<file path="config.mk">
export PLATFORM = sky130hd
export DESIGN_NAME = irq_vec_decoder
export DESIGN_NICKNAME = d
export VERILOG_FILES = /design/src/rtl/ivd_pkg.sv /design/src/rtl/ivd_promo.sv /design/src/rtl/ivd_rank.sv /design/src/rtl/ivd_seq.sv /design/src/rtl/irq_vec_decoder.sv
export SDC_FILE = /design/constraint.sdc
export NUM_CORES = 1
export LEC_CHECK = 0
export ABC_AREA = 1
export BUFFER_PORTS_ARGS = -buffer_cell sky130_fd_sc_hd__buf_2
export CORE_UTILIZATION = 35
export DETAILED_ROUTE_END_ITERATION = 10
export GPL_TIMING_DRIVEN = 0
export MAX_ROUTING_LAYER = met4
export SYNTH_ARGS = -nofsm -noshare
export SYNTH_HDL_FRONTEND = slang
export SYNTH_HIERARCHICAL = 1
export SYNTH_SLANG_ARGS = --single-unit
</file>
<file path="constraint.sdc">
create_clock -name clk -period 2.4 [get_ports clk]
set_input_delay 0.12 -clock clk [delete_from_list [all_inputs] [get_ports clk]]
set_output_delay 0.12 -clock clk [all_outputs]
set_load 0.01 [all_outputs]
</file>
<file path="src/rtl/ivd_pkg.sv">
package ivd_pkg;
  localparam int NFIX = 6;
  localparam logic [15:0] SWI_VEC  = 16'hFFF6;
  localparam logic [15:0] FIX_TOP  = 16'hFFFE;
  localparam logic [15:0] MASK_TOP = 16'hFFF2;

  function automatic logic [15:0] fixed_vec(input int idx);
    return FIX_TOP - 16'(2 * idx);
  endfunction

  function automatic logic [15:0] mask_vec(input int idx);
    return MASK_TOP - 16'(2 * idx);
  endfunction
endpackage

</file>
<file path="src/rtl/ivd_promo.sv">
module ivd_promo
  import ivd_pkg::*;
(
  input  logic       clk,
  input  logic       rst_n,
  input  logic       we,
  input  logic [7:0] wdata,
  output logic [7:0] prom
);
  localparam logic [15:0] DEF_VEC = mask_vec(0);

  always_ff @(posedge clk or negedge rst_n) begin
    if (!rst_n)  prom <= DEF_VEC[7:0];
    else if (we) prom <= wdata;
  end
endmodule

</file>
<file path="src/rtl/ivd_rank.sv">
module ivd_rank
  import ivd_pkg::*;
#(
  parameter int N_MASK = 8
) (
  input  logic [NFIX-1:0]   fix_vld,
  input  logic [N_MASK-1:0] msk_vld,
  input  logic [7:0]        prom,
  output logic              win_vld,
  output logic              win_is_mask,
  output logic [15:0]       win_vec
);
  logic [N_MASK-1:0] prom_hit;

  generate
    for (genvar k = 0; k < N_MASK; k++) begin : g_hit
      localparam logic [15:0] MV = mask_vec(k);
      assign prom_hit[k] = msk_vld[k] && (prom == MV[7:0]);
    end
  endgenerate

  always_comb begin
    win_vld     = 1'b0;
    win_is_mask = 1'b0;
    win_vec     = SWI_VEC;
    for (int k = N_MASK - 1; k >= 0; k--) begin
      if (msk_vld[k]) begin
        win_vld     = 1'b1;
        win_is_mask = 1'b1;
        win_vec     = mask_vec(k);
      end
    end
    for (int k = 0; k < N_MASK; k++) begin
      if (prom_hit[k]) win_vec = mask_vec(k);
    end
    for (int f = NFIX - 1; f >= 0; f--) begin
      if (fix_vld[f]) begin
        win_vld     = 1'b1;
        win_is_mask = 1'b0;
        win_vec     = fixed_vec(f);
      end
    end
  end
endmodule

</file>
<file path="src/rtl/ivd_seq.sv">
module ivd_seq (
  input  logic        clk,
  input  logic        rst_n,
  input  logic        win_vld,
  input  logic [15:0] win_vec,
  input  logic        seq_end,
  output logic        seq_on,
  output logic        lv_have,
  output logic [15:0] lv_vec
);
  always_ff @(posedge clk or negedge rst_n) begin
    if (!rst_n) begin
      seq_on  <= 1'b0;
      lv_have <= 1'b0;
      lv_vec  <= 16'h0000;
    end else if (seq_end) begin
      seq_on  <= 1'b0;
      lv_have <= 1'b0;
    end else if (win_vld) begin
      seq_on  <= 1'b1;
      lv_have <= 1'b1;
      lv_vec  <= win_vec;
    end
  end
endmodule

</file>
<file path="src/rtl/irq_vec_decoder.sv">
module irq_vec_decoder
  import ivd_pkg::*;
#(
  parameter int N_MASK = 8
) (
  input  logic              clk,
  input  logic              rst_n,
  input  logic              rst_src,
  input  logic              clkmon_src,
  input  logic              wdog_src,
  input  logic              trap_src,
  input  logic              swi_src,
  input  logic              xirq_src,
  input  logic [N_MASK-1:0] irq_src,
  input  logic              i_mask,
  input  logic              x_mask,
  input  logic              prom_we,
  input  logic [7:0]        prom_wdata,
  input  logic              vec_req,
  output logic [15:0]       vec_addr,
  output logic              vec_valid
);
  logic [NFIX-1:0]   fix_vld;
  logic [N_MASK-1:0] msk_vld;
  logic [7:0]        prom;
  logic              win_vld, win_is_mask;
  logic [15:0]       win_vec;
  logic              seq_on, lv_have;
  logic [15:0]       lv_vec;
  logic              seq_end;
  logic [15:0]       pick_vec;

  assign fix_vld = {xirq_src & ~x_mask, swi_src, trap_src, wdog_src, clkmon_src, rst_src};
  assign msk_vld = irq_src & {N_MASK{~i_mask}};
  assign seq_end = vec_valid;

  ivd_promo u_promo (
    .clk(clk), .rst_n(rst_n), .we(prom_we), .wdata(prom_wdata), .prom(prom)
  );

  ivd_rank #(.N_MASK(N_MASK)) u_rank (
    .fix_vld(fix_vld), .msk_vld(msk_vld), .prom(prom),
    .win_vld(win_vld), .win_is_mask(win_is_mask), .win_vec(win_vec)
  );

  ivd_seq u_seq (
    .clk(clk), .rst_n(rst_n), .win_vld(win_vld), .win_vec(win_vec),
    .seq_end(seq_end), .seq_on(seq_on), .lv_have(lv_have), .lv_vec(lv_vec)
  );

  always_comb begin
    if (win_vld)      pick_vec = win_vec;
    else if (lv_have) pick_vec = lv_vec;
    else              pick_vec = SWI_VEC;
  end

  always_ff @(posedge clk or negedge rst_n) begin
    if (!rst_n) begin
      vec_valid <= 1'b0;
      vec_addr  <= 16'h0000;
    end else begin
      vec_valid <= vec_req;
      if (vec_req) vec_addr <= pick_vec;
    end
  end
endmodule

</file>
Word-level counts from Yosys, hierarchy flattened
Cells that the tools add are included.
Storage, ports and cells
  input bits: 28
  output and inout port bits: 17
  register bits after elaboration: 42
  word-level logic and storage cells: 68
Cells by class
  bitwise gates (word level): 5
  equal/unequal tests: 8
  reductions and logical operators: 10
  multiplexer cells: 40
Operator list (number)
  $mux 5: 22
  $eq 8x8->1 const B: 8
  $mux 16: 2
  $mux 1: 16
  $and 8x8->8: 1
  $logic_and 1x1->1: 8
  $not 1->1: 3
  $reduce_and 2->1: 1
  $reduce_bool 2->1: 1
  $and 1x1->1: 1

Longest topological paths before layout
Gate-level depths: netlist of run 1.
  word-level depth: 25
  gate-level depth with buffers: 26
  mapped depth without buffers: 26

Cells and area by module
The synthesis of run 1 kept the hierarchy.
Modules (own cells, without submodules)
  irq_vec_decoder: seq. area each 425.4 sq um, times used 1, cells each 156, area each 1034.7 sq um
  ivd_seq: seq. area each 425.4 sq um, times used 1, cells each 74, area each 729.4 sq um
  ivd_rank: seq. area each 0.0 sq um, times used 1, cells each 98, area each 479.2 sq um
  ivd_promo: seq. area each 206.4 sq um, times used 1, cells each 34, area each 311.5 sq um

Worst setup path after synthesis of run 1
No wires, ideal clock.
  path type: in2reg
  start: input i_mask
  end: register vec_addr[12]
  path buffers: 3
  setup time: 0.116 ns
  setup slack: 0.614 ns
  data required time: 2.284 ns
  arrival: 1.670 ns
  cell stages on the path: 12
  path through: clkbuf_1 > nor2_1 > nor4_1 > nand3_1 > nor2_1 > nand2_1 > buf_6 > nor2_8 > buf_6 > nand2_1 > nand2_1 > nand2_1
Between the ends
  elaborated cells between the ends (all ways): 17
  classes of those cells: 15 x mux; 2 x bitwise
RTL lines
  start: declaration: RTL line irq_vec_decoder.sv:15  | input logic i_mask,
  $not 1->1: RTL line irq_vec_decoder.sv:34  | assign msk_vld = irq_src & {N_MASK{~i_mask}};
  $and 8x8->8: RTL line irq_vec_decoder.sv:34
  via msk_vld[3]: RTL line irq_vec_decoder.sv:24  | logic [N_MASK-1:0] msk_vld;
  $mux 1 (4 in series): RTL line ivd_rank.sv:27  | if (msk_vld[k]) begin
  $mux 1 (6 in series): RTL line ivd_rank.sv:37  | if (fix_vld[f]) begin
  via win_vld: RTL line irq_vec_decoder.sv:26  | logic win_vld, win_is_mask;
  $mux 16: RTL line irq_vec_decoder.sv:52  | if (win_vld) pick_vec = win_vec;
  end signal: assignment: RTL line irq_vec_decoder.sv:63  | if (vec_req) vec_addr <= pick_vec;
  end: declaration: RTL line irq_vec_decoder.sv:20  | output logic [15:0] vec_addr,
The timed path passes the listed nets, and every way through them passes these cells.
A chain may end at the register's enable or synchronous reset.

Worst setup path after layout of run 1
  start: register u_promo.prom[5]
  end: register vec_addr[1]
Between the ends
  cells in the longest elaborated chain, start to end: 17
  elaborated cells between the ends (all ways): 31
  classes of those cells: 8 x eq/ne; 15 x mux; 8 x reduce/logical
Ends and longest elaborated chain
  start: declaration: RTL line ivd_promo.sv:8  | output logic [7:0] prom
  start signal: assignment: RTL line ivd_promo.sv:13  | if (!rst_n) prom <= DEF_VEC[7:0];
  start signal: assignment: RTL line ivd_promo.sv:14  | else if (we) prom <= wdata;
  $eq 8x8->1: RTL line ivd_rank.sv:18  | assign prom_hit[k] = msk_vld[k] && (prom == MV[7:0]);
  $logic_and 1x1->1: RTL line ivd_rank.sv:18
  $mux 5 (7 in series): RTL line ivd_rank.sv:34  | if (prom_hit[k]) win_vec = mask_vec(k);
  $mux 5 *: RTL line ivd_rank.sv:34
  $mux 5 * (6 in series): RTL line ivd_rank.sv:37
  via win_vec[1]: RTL line irq_vec_decoder.sv:27  | logic [15:0] win_vec;
  $mux 16 *: RTL line irq_vec_decoder.sv:52
The timed path passes the listed nets; every way through them passes the cells marked *.

==> results of run 1 <==
worst max-delay path, cell delays in order (launching register included):
cell     delay, ns
dfstp_2       0.54
nand3_2       0.11
nor2_4        0.17
nand4_2       0.11
nand2_1       0.09
nand2_1       0.05
nand2_1       0.05
nand2_1       0.05
nand2_1       0.06
nand2_1       0.06
nand2_1       0.05
nand2_1       0.04
nand2_1       0.05
nand2_1       0.04
nand2_1       0.08
inv_1         0.05
a21oi_1       0.12
nand2_1       0.06
nand2_1       0.05
registers in the layout (all words and copies together) (netlist names):
signal	flops
vec_valid	1
u_seq/lv_vec	16
u_promo/prom	8
vec_addr	16
u_seq/lv_have	1
power by group through the flow:
stage | Clock, mW | Sequential, mW | Combinational [mW]
after floorplan | 0 | 0.833 | 0.176
after global placement | 0 | 0.823 | 0.276
after global routing | 0.596 | 0.821 | 0.327
final | 0.543 | 0.811 | 0.278
after detailed placement | 0 | 0.826 | 0.280
after CTS | 0.571 | 0.812 | 0.281
metrics by stage:
step	utilization	cell area, sq um
6_report	0.437	3020
5_1_grt	0.437	3020
4_1_cts	0.437	3020
3_5_place_dp	0.421	2910
3_3_place_gp	0.421	2910
2_1_floorplan	-	2580
cells in the final DEF (no fill, tap or decap), types with 2 or more instances in the layout:
cell type,count
clkbuf_1,3
nand3_2,2
nand2_1,146
nand3_1,18
inv_2,3
nand2_2,4
inv_1,59
a21oi_2,6
buf_4,13
nor2_1,26
nor3_1,3
conb_1,12
nand4_1,5
o21ai_1,2
clkbuf_8,6
dfrtp_1,37
buf_2,43
dfstp_2,5
a21oi_1,8
buf_6,6
worst paths after layout:
path	start	to	cells past startpoint
max in group asynchronous	rst_n	u_seq/lv_vec[10]	1
setup / recovery	u_promo/prom[5]	vec_addr[1]	18
setup reg to reg	u_promo/prom[5]	vec_addr[1]	18
min in group clk	vec_req	vec_valid	1
hold / removal	rst_n	vec_addr[13]	1
hold reg to reg	u_promo/prom[6]	u_promo/prom[6]	2
per-layer routing:
layer  part of all wire  GRT usage  up-vias
met4             0.0070     0.0358        0
met1               0.47      0.183      920
li1                   -          -     1170
met3              0.031     0.0313        4
met5                  0          -        -
met2               0.49      0.273       27
final cells by class:
type,count,share of cell area
tap,96,0.0398
buffer,23,0.0672
inverter,63,0.0793
clock buffer,7,0.0253
sequential,42,0.351
timing repair buffer,42,0.0697
clock inverter,1,0.00996
multi-input combinational,242,0.358
==> flow_summary.ini, run 1 <==
[outcome]
outcome = finished with violations
violations = hold timing

[die]
die_area_sq_mm = 0.00761
die_w_um = 87.2
die_h_um = 87.2
coreArea_sq_mm = 0.00691
ioPinCount = 45
start_util = 0.368
rows = 30

[finish]
syn2layout_area_growth_pct = 18.7
fin_nets = 447
drive_above_1_share = 0.229
multiInputGateArea_sq_mm = 0.00108
n_fill_cell = 767
n_antenna_cell = 0
stdcell_count = 516
regArea_sq_mm = 0.00106

[sta]
fmax_ghz = 0.525
min_period_ns = 1.90
worst-slew-pin-transition_ns = 0.940
slew_viol_final = 0
finalSetupViolations = 0
finalSetupTns_ns = 0
whs_ns = -0.0346
hold_viol_final = 32
fin_worst_skew_ns = 0.0107
rsz0062_at_grt = no
slew_headroom = 0.373
post-route-period-util = 0.793
finalWorstSetupSlack_ns = 0.496

[place]
dp.cells = 508
portBuffers = 42
dpl.hpwl_mm = 3.68
finalWeightedCongestion = 0.833
pre_cts_slack_ns = 0.313

[critical_path]
worstPathArrival_ns = 2.14
cp_max_fo = 7
reg2reg_slack_ns = 0.50
crit_path_start_kind = register
crit_type = register to register
endpoint_kind = register
cp.required_ns = 2.63

[routing]
drc = 0
drt.antenna.violating_nets = 0
wirelength_mm = 4.98
drt_iter0_drc = 58
via_per_inst = 4.11
drt_first_pass_iters = 7
routedWlPerCell_um = 9.66
dr_total_vias = 2121

[clock_tree]
cts_root_buffer = clkbuf_8
cts_tree = done
hold_buffers = 0
cts_setup_buffers = 0
clk_latency_ns = 0.29
cts_resized = 0
clkTransAtPathRegs_ns = 0.08
cts_buffers = 5
tritoncts_num_sinks = 42
h-tree-depth = 2
cts_buffer_depth = 2

[worst_hold_path]
hp-class = input pin to asynchronous set/reset pin

[power]
p_clk_frac = 0.333
p_leak_nw = 1.82
ir_worst_vdd_v = 0.000241
power_mw = 1.63
internal-power_mw = 1.20
p_per_area_mw_per_mm2 = 541
p_sw_frac = 0.265
combPwrFrac = 0.170
p_seq_frac = 0.497
p_sw_mw = 0.433

[synth]
yosysWarnings = 6
syn_area_sq_mm = 0.00254
synth_area_per_cell_sq_um = 7.06
syn-instance-count = 360

[global_route]
overflow = 0
grt_pass1_wl_mm = 9.08
grt_pass1_vias = 2083
grt_start_max_net_pins = 43
antenna_found_initial = 0
grt_util_all_layers = 0.155

[job]
drv_cap = 0
No activity file was read; power rests on OpenSTA's default activity.
==> run 2: changes to the inputs <==
- clock period: 2.4 -> 1.9 ns (I/O delays scaled with it)
==> run 2 against run 1 <==
Against the previous run: the run now ends clean; maximum frequency up 1.6%; wire length rose by 4.5%; utilization increased by 2.9 points; die area unchanged; power rose by 28%; worst hold slack better by 0.048 ns; cell area increased by 6.6%; sequential share of layout area is 2.2 points lower; critical path type unchanged; highest routed layer unchanged.
==> flow_summary.ini, run 2 (same netlist as run 1, synthesis figures left out) <==
[clock_tree]
cts_buffer_depth = 2
cts_tree = done
cts_root_buffer = clkbuf_8
clkTransAtPathRegs_ns = 0.08
clk_latency_ns = 0.29
tritoncts_num_sinks = 42
cts_buffers = 5
h-tree-depth = 2

[global_route]
grt_start_max_net_pins = 43
met3_usage = 0.0313
grt_pass1_wl_mm = 9.24
grt_util_all_layers = 0.158
grt_pass1_vias = 2145
grt_busiest_layer = met2
grt_util_met1 = 0.183
antenna_found_initial = 0
overflow = 0
grtUsageMet2 = 0.281

[routing]
dr_total_vias = 2195
drc = 0
via_per_inst = 4.14
drt_iter0_drc = 63
drt_first_pass_iters = 4
routedWlPerCell_um = 9.82
drt.antenna.violating_nets = 0
wirelength_mm = 5.21

[die]
die_h_um = 87.2
die_area_sq_mm = 0.00761
rows = 30
ioPinCount = 45
coreArea_sq_mm = 0.00691
die_w_um = 87.2
start_util = 0.368

[critical_path]
cp_slowest_cell = dfstp_2
crit_top_cell = buf_6
crit_path_start_kind = register
crit_chain = nand3_4, nor2_4, buf_6, buf_6, nand4_1, o21ai_2, nor3_2, o21ai_1, nand3_1, buf_4, nand3_2, nand2_2
cp.required_ns = 2.09
worstPathArrival_ns = 2.06
crit_type = register to register
cp_max_fo = 4
slowest_delay_ns = 0.56
endpoint_kind = register

[sta]
slew_viol_final = 0
fin_worst_skew_ns = 0.0102
finalSetupViolations = 0
slew_headroom = 0.373
worst-slew-pin-transition_ns = 0.941
whs_ns = 0.0131
fmax_ghz = 0.534
finalWorstSetupSlack_ns = 0.0262
post-route-period-util = 0.986
min_period_ns = 1.87
rsz0062_at_grt = yes
hold_viol_final = 0

[finish]
n_antenna_cell = 0
fin_nets = 461
n_fill_cell = 752
final_common_cell = nand2_1
drive_above_1_share = 0.265
syn2layout_area_growth_pct = 26.4
layout_common_cells = nand2_1 (143), inv_1 (58), buf_2 (43), dfrtp_1 (37), nor2_1 (24)
largest_registers = u_seq/lv_vec x16, vec_addr x16, u_promo/prom x8

[place]
portBuffers = 42
dpl.hpwl_mm = 3.68
finalWeightedCongestion = 0.833
pre_cts_slack_ns = -0.162

[power]
ir_worst_vdd_v = 0.000316
p_leak_nw = 1.90
p_per_area_mw_per_mm2 = 652

[outcome]
outcome = completed

[job]
drv_cap = 0

[worst_hold_path]
hp-class = input pin to register
## run 2: final cells by class
class	instances	area, sq um	share of cell area
buffer	23	203	0.0631
clock buffer	7	76.3	0.0238
sequential	42	1060	0.329
clock inverter	1	30.0	0.00935
inverter	63	239	0.0744
multi-input combinational	242	1140	0.356
tap	96	120	0.0374
timing repair buffer	56	343	0.107
## run 2: path summary, 6_finish.rpt
path | from | to | slack, ns | cells after the start
setup / recovery | u_promo/prom[5] | u_seq/lv_vec[3] | 0.03 | 12
hold / removal | prom_wdata[7] | u_promo/prom[7] | 0.01 | 3
setup reg to reg | u_promo/prom[5] | u_seq/lv_vec[3] | 0.03 | 12
hold reg to reg | u_seq/lv_vec[2] | u_seq/lv_vec[2] | 0.47 | 2
max in group asynchronous | rst_n | u_seq/lv_vec[10] | 0.81 | 2
min in group asynchronous | rst_n | vec_addr[13] | 0.49 | 2
## run 2: worst max-delay path, delay by kind of cell, from the launching register on
family	cells	cell delay [ns]
AOI/OAI and AO/OA	2	0.20
buffers and inverters	3	0.37
DFF	1	0.56
and+or+nand+nor	7	0.62
## run 2: power breakdown
| group | total (mW) | internal, mW | switching [mW] | leakage [nW] |
|---|---|---|---|---|
| registers | 1.03 | 0.979 | 0.0493 | 0.490 |
| logic | 0.383 | 0.164 | 0.219 | 1.35 |
| clock network | 0.685 | 0.393 | 0.292 | 0.0524 |
| total | 2.10 | 1.54 | 0.560 | 1.90 |
## run 2: timing repair
action,in CTS,in global routing
hold buffers,8,0
pin swaps,2,10
resized for setup,1,17
setup buffers,0,6
endpoints found under the hold margin,44,0
endpoints found under the setup margin,1,13
## run 2: stage by stage
step                      power (mW)  TNS, ns   util  instance area [sq um]  instances
after floorplan                 1.27        0      -                   2580        370
after CTS                       2.12  -0.0230  0.449                   3100        524
after global placement          1.39    -1.05  0.421                   2910        508
final                           2.10        0  0.465                   3210        530
after detailed placement        1.40    -1.58  0.421                   2910        508
after global routing            2.24   -0.433  0.465                   3210        530
## run 2: metal layers
layer / vias to the layer above / wire [um]
li1: 1195 / -
met1: 969 / 2430
met2: 27 / 2610
met3: 4 / 138
met4: 0 / 36
met5: - / 0
